--- src/rtl/lar_pkg.sv ---
package lar_pkg;
  typedef enum logic [1:0] {
    SRC_CPU   = 2'd0,
    SRC_PCIE  = 2'd1,
    SRC_DOWN  = 2'd2,
    SRC_OTHER = 2'd3
  } lar_src_e;

  localparam int CFG_RD_BIT   = 0;
  localparam int CFG_WR_BIT   = 1;
  localparam int STAT_ERR_BIT = 0;
  localparam int CFG_DW       = 2;
endpackage

--- src/rtl/lar_seg_decode.sv ---
module lar_seg_decode #(
  parameter int ADDR_W     = 32,
  parameter int WIN_BASE   = 32'h000C_0000,
  parameter int N_SMALL    = 12,
  parameter int SMALL_LOG2 = 14,
  parameter int TOP_LOG2   = 16,
  parameter int IDX_W      = 4
) (
  input  logic [ADDR_W-1:0] addr,
  output logic              in_win,
  output logic [IDX_W-1:0]  idx
);
  localparam longint BASE_L = longint'(WIN_BASE);
  localparam longint TOP_L  = BASE_L + (longint'(N_SMALL) << SMALL_LOG2);
  localparam longint END_L  = TOP_L + (longint'(1) << TOP_LOG2);
  localparam logic [ADDR_W-1:0] BASE_A = ADDR_W'(BASE_L);
  localparam logic [ADDR_W-1:0] TOP_A  = ADDR_W'(TOP_L);
  localparam logic [ADDR_W-1:0] END_A  = ADDR_W'(END_L);

  logic [ADDR_W-1:0] off;
  logic              hit_small;
  logic              hit_top;

  always_comb begin
    off       = addr - BASE_A;
    hit_small = (addr >= BASE_A) && (addr < TOP_A);
    hit_top   = (addr >= TOP_A) && (addr < END_A);
    in_win    = hit_small | hit_top;
    if (hit_top)
      idx = IDX_W'(N_SMALL);
    else if (hit_small)
      idx = IDX_W'(off >> SMALL_LOG2);
    else
      idx = '0;
  end
endmodule

--- src/rtl/lar_attr_regs.sv ---
module lar_attr_regs
  import lar_pkg::*;
#(
  parameter int N_SEG = 13,
  parameter int IDX_W = 4
) (
  input  logic              clk,
  input  logic              rst,
  input  logic              cfg_we,
  input  logic [IDX_W-1:0]  cfg_addr,
  input  logic [CFG_DW-1:0] cfg_wdata,
  input  logic              err_in,
  output logic [N_SEG-1:0]  rd_en,
  output logic [N_SEG-1:0]  wr_en,
  output logic [CFG_DW-1:0] cfg_rdata
);
  localparam int STAT_IDX = N_SEG;

  for (genvar g = 0; g < N_SEG; g++) begin : g_seg
    always_ff @(posedge clk) begin
      if (rst) begin
        rd_en[g] <= 1'b0;
        wr_en[g] <= 1'b0;
      end else if (cfg_we && (cfg_addr == IDX_W'(g))) begin
        rd_en[g] <= cfg_wdata[CFG_RD_BIT];
        wr_en[g] <= cfg_wdata[CFG_WR_BIT];
      end
    end
  end

  logic [CFG_DW-1:0] rd_mux;

  always_comb begin
    rd_mux = '0;
    if (int'(cfg_addr) < N_SEG) begin
      rd_mux[CFG_RD_BIT] = rd_en[cfg_addr];
      rd_mux[CFG_WR_BIT] = wr_en[cfg_addr];
    end else if (int'(cfg_addr) == STAT_IDX) begin
      rd_mux[STAT_ERR_BIT] = err_in;
    end
  end

  always_ff @(posedge clk) begin
    if (rst) cfg_rdata <= '0;
    else     cfg_rdata <= rd_mux;
  end
endmodule

--- src/rtl/lar_route.sv ---
module lar_route
  import lar_pkg::*;
#(
  parameter int N_SEG = 13,
  parameter int IDX_W = 4
) (
  input  logic             in_win,
  input  logic [IDX_W-1:0] idx,
  input  logic [N_SEG-1:0] rd_en,
  input  logic [N_SEG-1:0] wr_en,
  input  logic             is_write,
  input  lar_src_e         src,
  input  logic             snoop,
  input  logic             iwb,
  output logic             to_dram,
  output logic             iwb_err
);
  logic io_bypass;
  logic dir_en;

  always_comb begin
    io_bypass = (src != SRC_CPU) && !snoop;
    dir_en    = 1'b0;
    if (int'(idx) < N_SEG)
      dir_en = is_write ? wr_en[idx] : rd_en[idx];
    if (!in_win)
      to_dram = 1'b1;
    else if (io_bypass)
      to_dram = 1'b1;
    else
      to_dram = dir_en;
    iwb_err = in_win && iwb && !to_dram;
  end
endmodule

--- src/rtl/lar_router.sv ---
module lar_router
  import lar_pkg::*;
#(
  parameter int ADDR_W     = 32,
  parameter int WIN_BASE   = 32'h000C_0000,
  parameter int N_SMALL    = 12,
  parameter int SMALL_LOG2 = 14,
  parameter int TOP_LOG2   = 16
) (
  input  logic                          clk,
  input  logic                          rst,
  input  logic                          req_valid,
  input  logic [ADDR_W-1:0]             req_addr,
  input  logic                          req_write,
  input  logic [1:0]                    req_src,
  input  logic                          req_snoop,
  input  logic                          req_iwb,
  input  logic                          cfg_we,
  input  logic [$clog2(N_SMALL+2)-1:0]  cfg_addr,
  input  logic [1:0]                    cfg_wdata,
  output logic [1:0]                    cfg_rdata,
  output logic                          rsp_valid,
  output logic                          rsp_to_dram,
  output logic                          rsp_in_window,
  output logic                          rsp_iwb_err,
  output logic                          err_flag
);
  localparam int N_SEG    = N_SMALL + 1;
  localparam int IDX_W    = $clog2(N_SMALL + 2);
  localparam int STAT_IDX = N_SEG;

  logic             dec_in_win;
  logic [IDX_W-1:0] dec_idx;
  logic [N_SEG-1:0] rd_en;
  logic [N_SEG-1:0] wr_en;
  logic             rt_to_dram;
  logic             rt_iwb_err;
  logic             err_new;
  logic             err_clr;

  lar_seg_decode #(
    .ADDR_W(ADDR_W), .WIN_BASE(WIN_BASE), .N_SMALL(N_SMALL),
    .SMALL_LOG2(SMALL_LOG2), .TOP_LOG2(TOP_LOG2), .IDX_W(IDX_W)
  ) u_dec (
    .addr   (req_addr),
    .in_win (dec_in_win),
    .idx    (dec_idx)
  );

  lar_attr_regs #(.N_SEG(N_SEG), .IDX_W(IDX_W)) u_regs (
    .clk       (clk),
    .rst       (rst),
    .cfg_we    (cfg_we),
    .cfg_addr  (cfg_addr),
    .cfg_wdata (cfg_wdata),
    .err_in    (err_flag),
    .rd_en     (rd_en),
    .wr_en     (wr_en),
    .cfg_rdata (cfg_rdata)
  );

  lar_route #(.N_SEG(N_SEG), .IDX_W(IDX_W)) u_route (
    .in_win   (dec_in_win),
    .idx      (dec_idx),
    .rd_en    (rd_en),
    .wr_en    (wr_en),
    .is_write (req_write),
    .src      (lar_src_e'(req_src)),
    .snoop    (req_snoop),
    .iwb      (req_iwb),
    .to_dram  (rt_to_dram),
    .iwb_err  (rt_iwb_err)
  );

  assign err_new = req_valid && rt_iwb_err;
  assign err_clr = cfg_we && (int'(cfg_addr) == STAT_IDX) && cfg_wdata[STAT_ERR_BIT];

  always_ff @(posedge clk) begin
    if (rst) begin
      rsp_valid     <= 1'b0;
      rsp_to_dram   <= 1'b0;
      rsp_in_window <= 1'b0;
      rsp_iwb_err   <= 1'b0;
      err_flag      <= 1'b0;
    end else begin
      rsp_valid <= req_valid;
      if (req_valid) begin
        rsp_to_dram   <= rt_to_dram;
        rsp_in_window <= dec_in_win;
        rsp_iwb_err   <= rt_iwb_err;
      end else begin
        rsp_iwb_err   <= 1'b0;
      end
      if (err_new)      err_flag <= 1'b1;
      else if (err_clr) err_flag <= 1'b0;
    end
  end
endmodule

--- config.mk ---
export PLATFORM = sky130hd
export DESIGN_NAME = lar_router
export DESIGN_NICKNAME = d
export VERILOG_FILES = /design/src/rtl/lar_pkg.sv /design/src/rtl/lar_seg_decode.sv /design/src/rtl/lar_attr_regs.sv /design/src/rtl/lar_route.sv /design/src/rtl/lar_router.sv
export SDC_FILE = /design/constraint.sdc
export NUM_CORES = 1
export LEC_CHECK = 0
export ABC_AREA = 0
export CAP_MARGIN = 20
export CORE_AREA = 2 2 73 75
export CTS_CLUSTER_DIAMETER = 60
export DETAILED_ROUTE_END_ITERATION = 8
export DIE_AREA = 0 0 75 77
export PLACE_DENSITY = 0.66
export SLEW_MARGIN = 20
export SYNTH_ARGS = -nofsm -noshare
export SYNTH_HDL_FRONTEND = slang
export SYNTH_SLANG_ARGS = --single-unit
--- constraint.sdc ---
create_clock -name clk -period 1.5 [get_ports clk]
set_input_delay 0.15 -clock clk [delete_from_list [all_inputs] [get_ports clk]]
set_output_delay 0.15 -clock clk [all_outputs]
set_load 0.02 [all_outputs]
==> metrics.txt <==
Seq/Total Area, Yosys 33.8%; synthesized area per cell 8.69 um^2; Worst Max-Slew Pin Slew approximately 380 ps; mapped cell area 1960 um^2; CP max stage delay 470 ps; die height 77 um; flops & latches, synth 33; max frequency 665 MHz; P&R area growth vs syn 41.1%; Critical Path Source u_regs.rd_en[7]; DR iter-0 viols 132; number of antenna violations at the first check in global routing 0; filler instances between 400 and 500; CP max FO 3; storage element area between 600 and 700 um^2; Switching Share 27.0%; EDFF count, synth 0; drc violations 0; Placed Area 2650 um^2; yosys warns 0; vias 1987; Synth Instances approximately 230; Port Buffer Count 39; row count 26; VDD IR max 384 uV; CP cell instances mux4_2, nand4_1, o211ai_1, a21oi_2, nand3_1, o21a_1; worst path required time 1690 ps; final worst slack -3.46 ps; final period utilization 100%; worst skew pair latency 290 ps; antenna viol nets, final 0; outcome complete, but fails checks; vias per cell about 5.4; Multi-input gate area ~1200 um^2; internal power around 1.4 mW; Crit path buffers/inverters 0; crit path max-delay cell type mux4_2; first-pass GRT wire length 8870 um; largest net degree at the start of global routing 32; number of distinct library cells after synthesis 51; CP top delay family multiplexers; Reg clk slew, reported paths 70 ps; placer congestion estimate 0.876; critical path capture point type flip-flop; final worst path period need 1500 ps; GRT Resource Usage Total between 20% and 30%; Root Buffer clkbuf_8; setup violators final 1; fin. max-slew vios 0; Final nets 343; hold path start req_iwb; Initial DRT Pass Iterations 4; Mapped Nets 272; final hold viol count 0; pwr dens 694 nW/um^2; Worst R2R Start u_regs.rd_en[7]; hold_buf cts 0; clock skew a little under 7 ps; IO Pins 54; clock share of power 34.2%; relative slew slack 74.5%; P_sw around 0.52 mW; # diodes 0; die area between 5000 and 6000 um^2; Pleak between 1 and 1.5 nW; overall power of the completed layout 1.91 mW; Clock Sinks 33; layout cell share with drive strength beyond 1 26.6%; Hold Path Class input port to flip-flop; CTS tree done; largest buffer count on any clock path 2; vias in the first global route 1844; Design Area, Final 2760 um^2; Clock H-tree levels 2; combinational fraction of design power 18.8%; DR WL/cell 15.3 um; WP data arrival 1690 ps; Primary FF master, synth dfxtp_1; max-cap viol count 0; CTS Buf Count 5; CP Launch Type flip-flop; Setup Buffers After CTS 0; Post-DP HPWL 4310 um; Worst Path Class, Setup flip-flop to flip-flop; Seq pwr share 47.0%; Async SR Flop Fraction 0%; RSZ-0062 raised after global routing yes; Die Wd 75 um; Routed WL 5620 um; Core Region 4980 um^2; Starting Density roughly two fifths; failing checks setup timing; GR Overflow Total 0
[registers in the layout (all words and copies together), names as in the netlist]
| signal | cells |
|---|---|
| u_regs.wr_en | 13 |
| rsp_valid | 1 |
| rsp_to_dram | 1 |
| rsp_in_window | 1 |
| u_regs.cfg_rdata | 2 |
| u_regs.rd_en | 13 |
| rsp_iwb_err | 1 |
| err_flag | 1 |
[cell usage in the layout (no fill, tap or decap), types with 2 or more instances in the layout]
cell and count:
dfxtp_1 31, o21ai_0 11, nor3_1 2, a32oi_1 2, clkinv_2 2, buf_6 2, mux2i_1 8, o211ai_1 2
nand2_1 29, nand3b_1 2, nand4_1 3, clkbuf_8 5, nand2b_1 5, o21ai_1 4, dfxtp_2 2, mux4_2 8
o21ai_2 2, dlygate4sd2_1 17, a21oi_1 24, buf_4 36, nand3_1 12, nor2b_1 3, inv_1 4, clkdlybuf4s50_1 22
nor2_1 22, and2_1 2, nor4_4 3
[area by class of cell]
cell class / count / area share [%]
Multi-Input combinational cell: 173 / 44.3
Timing Repair Buffer: 78 / 24.7
Sequential cell: 33 / 24.0
Tap cell: 70 / 3.17
Clock buffer: 6 / 2.63
Inverter: 5 / 0.771
Clock inverter: 2 / 0.363
[layer usage]
layer  part of all wire [%]  GRT usage, %  wire, um  vias to the layer above
li1                       -             -         -                      961
met5                      0             0         0                        -
met2                     47          32.2      2630                       65
met4                    1.8          8.04       101                        0
met3                    6.2          4.73       350                       13
met1                     45          25.2      2540                      948
[metrics by stage]
step / hold WS (ps) / util (%) / TNS, ps / std cells / setup slack (ps)
CTS: 459 / 55.4 / -2.71 / 367 / -2.71
global route: 470 / 55.4 / -288 / 367 / -128
finish: 469 / 55.4 / -3.46 / 367 / -3.46
global placement: 463 / 53.3 / -3540 / 359 / -487
floorplan: 265 / - / 0 / 225 / 76.2
detailed placement: 477 / 53.3 / -4170 / 359 / -525
[timing repair]
item | CTS | global route
gates cloned | 0 | 0
pin swaps | 15 | 0
endpoints found under the setup margin | 5 | 3
gates resized for setup | 28 | 1
[worst reg2reg max path, cell delays in order (launching register included)]
cell,delay (ps)
dfxtp_2,340
mux4_2,470
nand4_1,90
o211ai_1,100
a21oi_2,140
nand3_1,90
o21a_1,170
[power groups by stage]
| stage | logic (mW) | clock network [mW] | registers (mW) |
|---|---|---|---|
| after floorplan | 0.152 | 0 | 0.921 |
| after global placement | 0.360 | 0 | 0.919 |
| after detailed placement | 0.363 | 0 | 0.920 |
| after CTS | 0.359 | 0.674 | 0.899 |
| after global routing | 0.385 | 0.717 | 0.901 |
| final | 0.359 | 0.655 | 0.900 |
[cells by family (layout without fill, tap and decap cells)]
group           after synthesis  in the layout  share of synthesized area (%)
compound gates               60             60                           19.8
mux                          17             17                           13.9
flops                        33             33                           33.8
simple gates                 96             96                           27.1
buf+inv                      19             91                           5.44
[path summary, 6_finish.rpt]
check	end	slack, ps	cells after the start
setup / recovery	rsp_to_dram	-3	6
hold / removal	rsp_iwb_err	470	3
setup reg to reg	rsp_to_dram	-3	6
hold reg to reg	u_regs.wr_en[0]	490	2
[cell usage after synthesis (2+ instances only)]
library cell   n  area share (%)
a32oi_1        2            0.90
and2_1         3            0.96
nor4_4         2             2.2
mux2i_1        8             4.1
nand3_1       12             3.1
o21ai_1        5             1.3
nor2b_1        3            0.96
nand3b_1       2            0.77
dfxtp_1       33              34
a22oi_1        2            0.77
nand2b_1       5             1.6
a21oi_1       24             6.1
nand2_1       29             5.6
nor3_1         2            0.51
inv_1          4            0.77
nand4_1        3            0.96
clkbuf_1       8             1.5
o211ai_1       2            0.77
buf_2          2            0.51
o21ai_0       11             2.8
buf_6          4             2.3
mux4_2         8             9.2
nor2_1        23             4.4
Power figures use the tool's default switching activity.
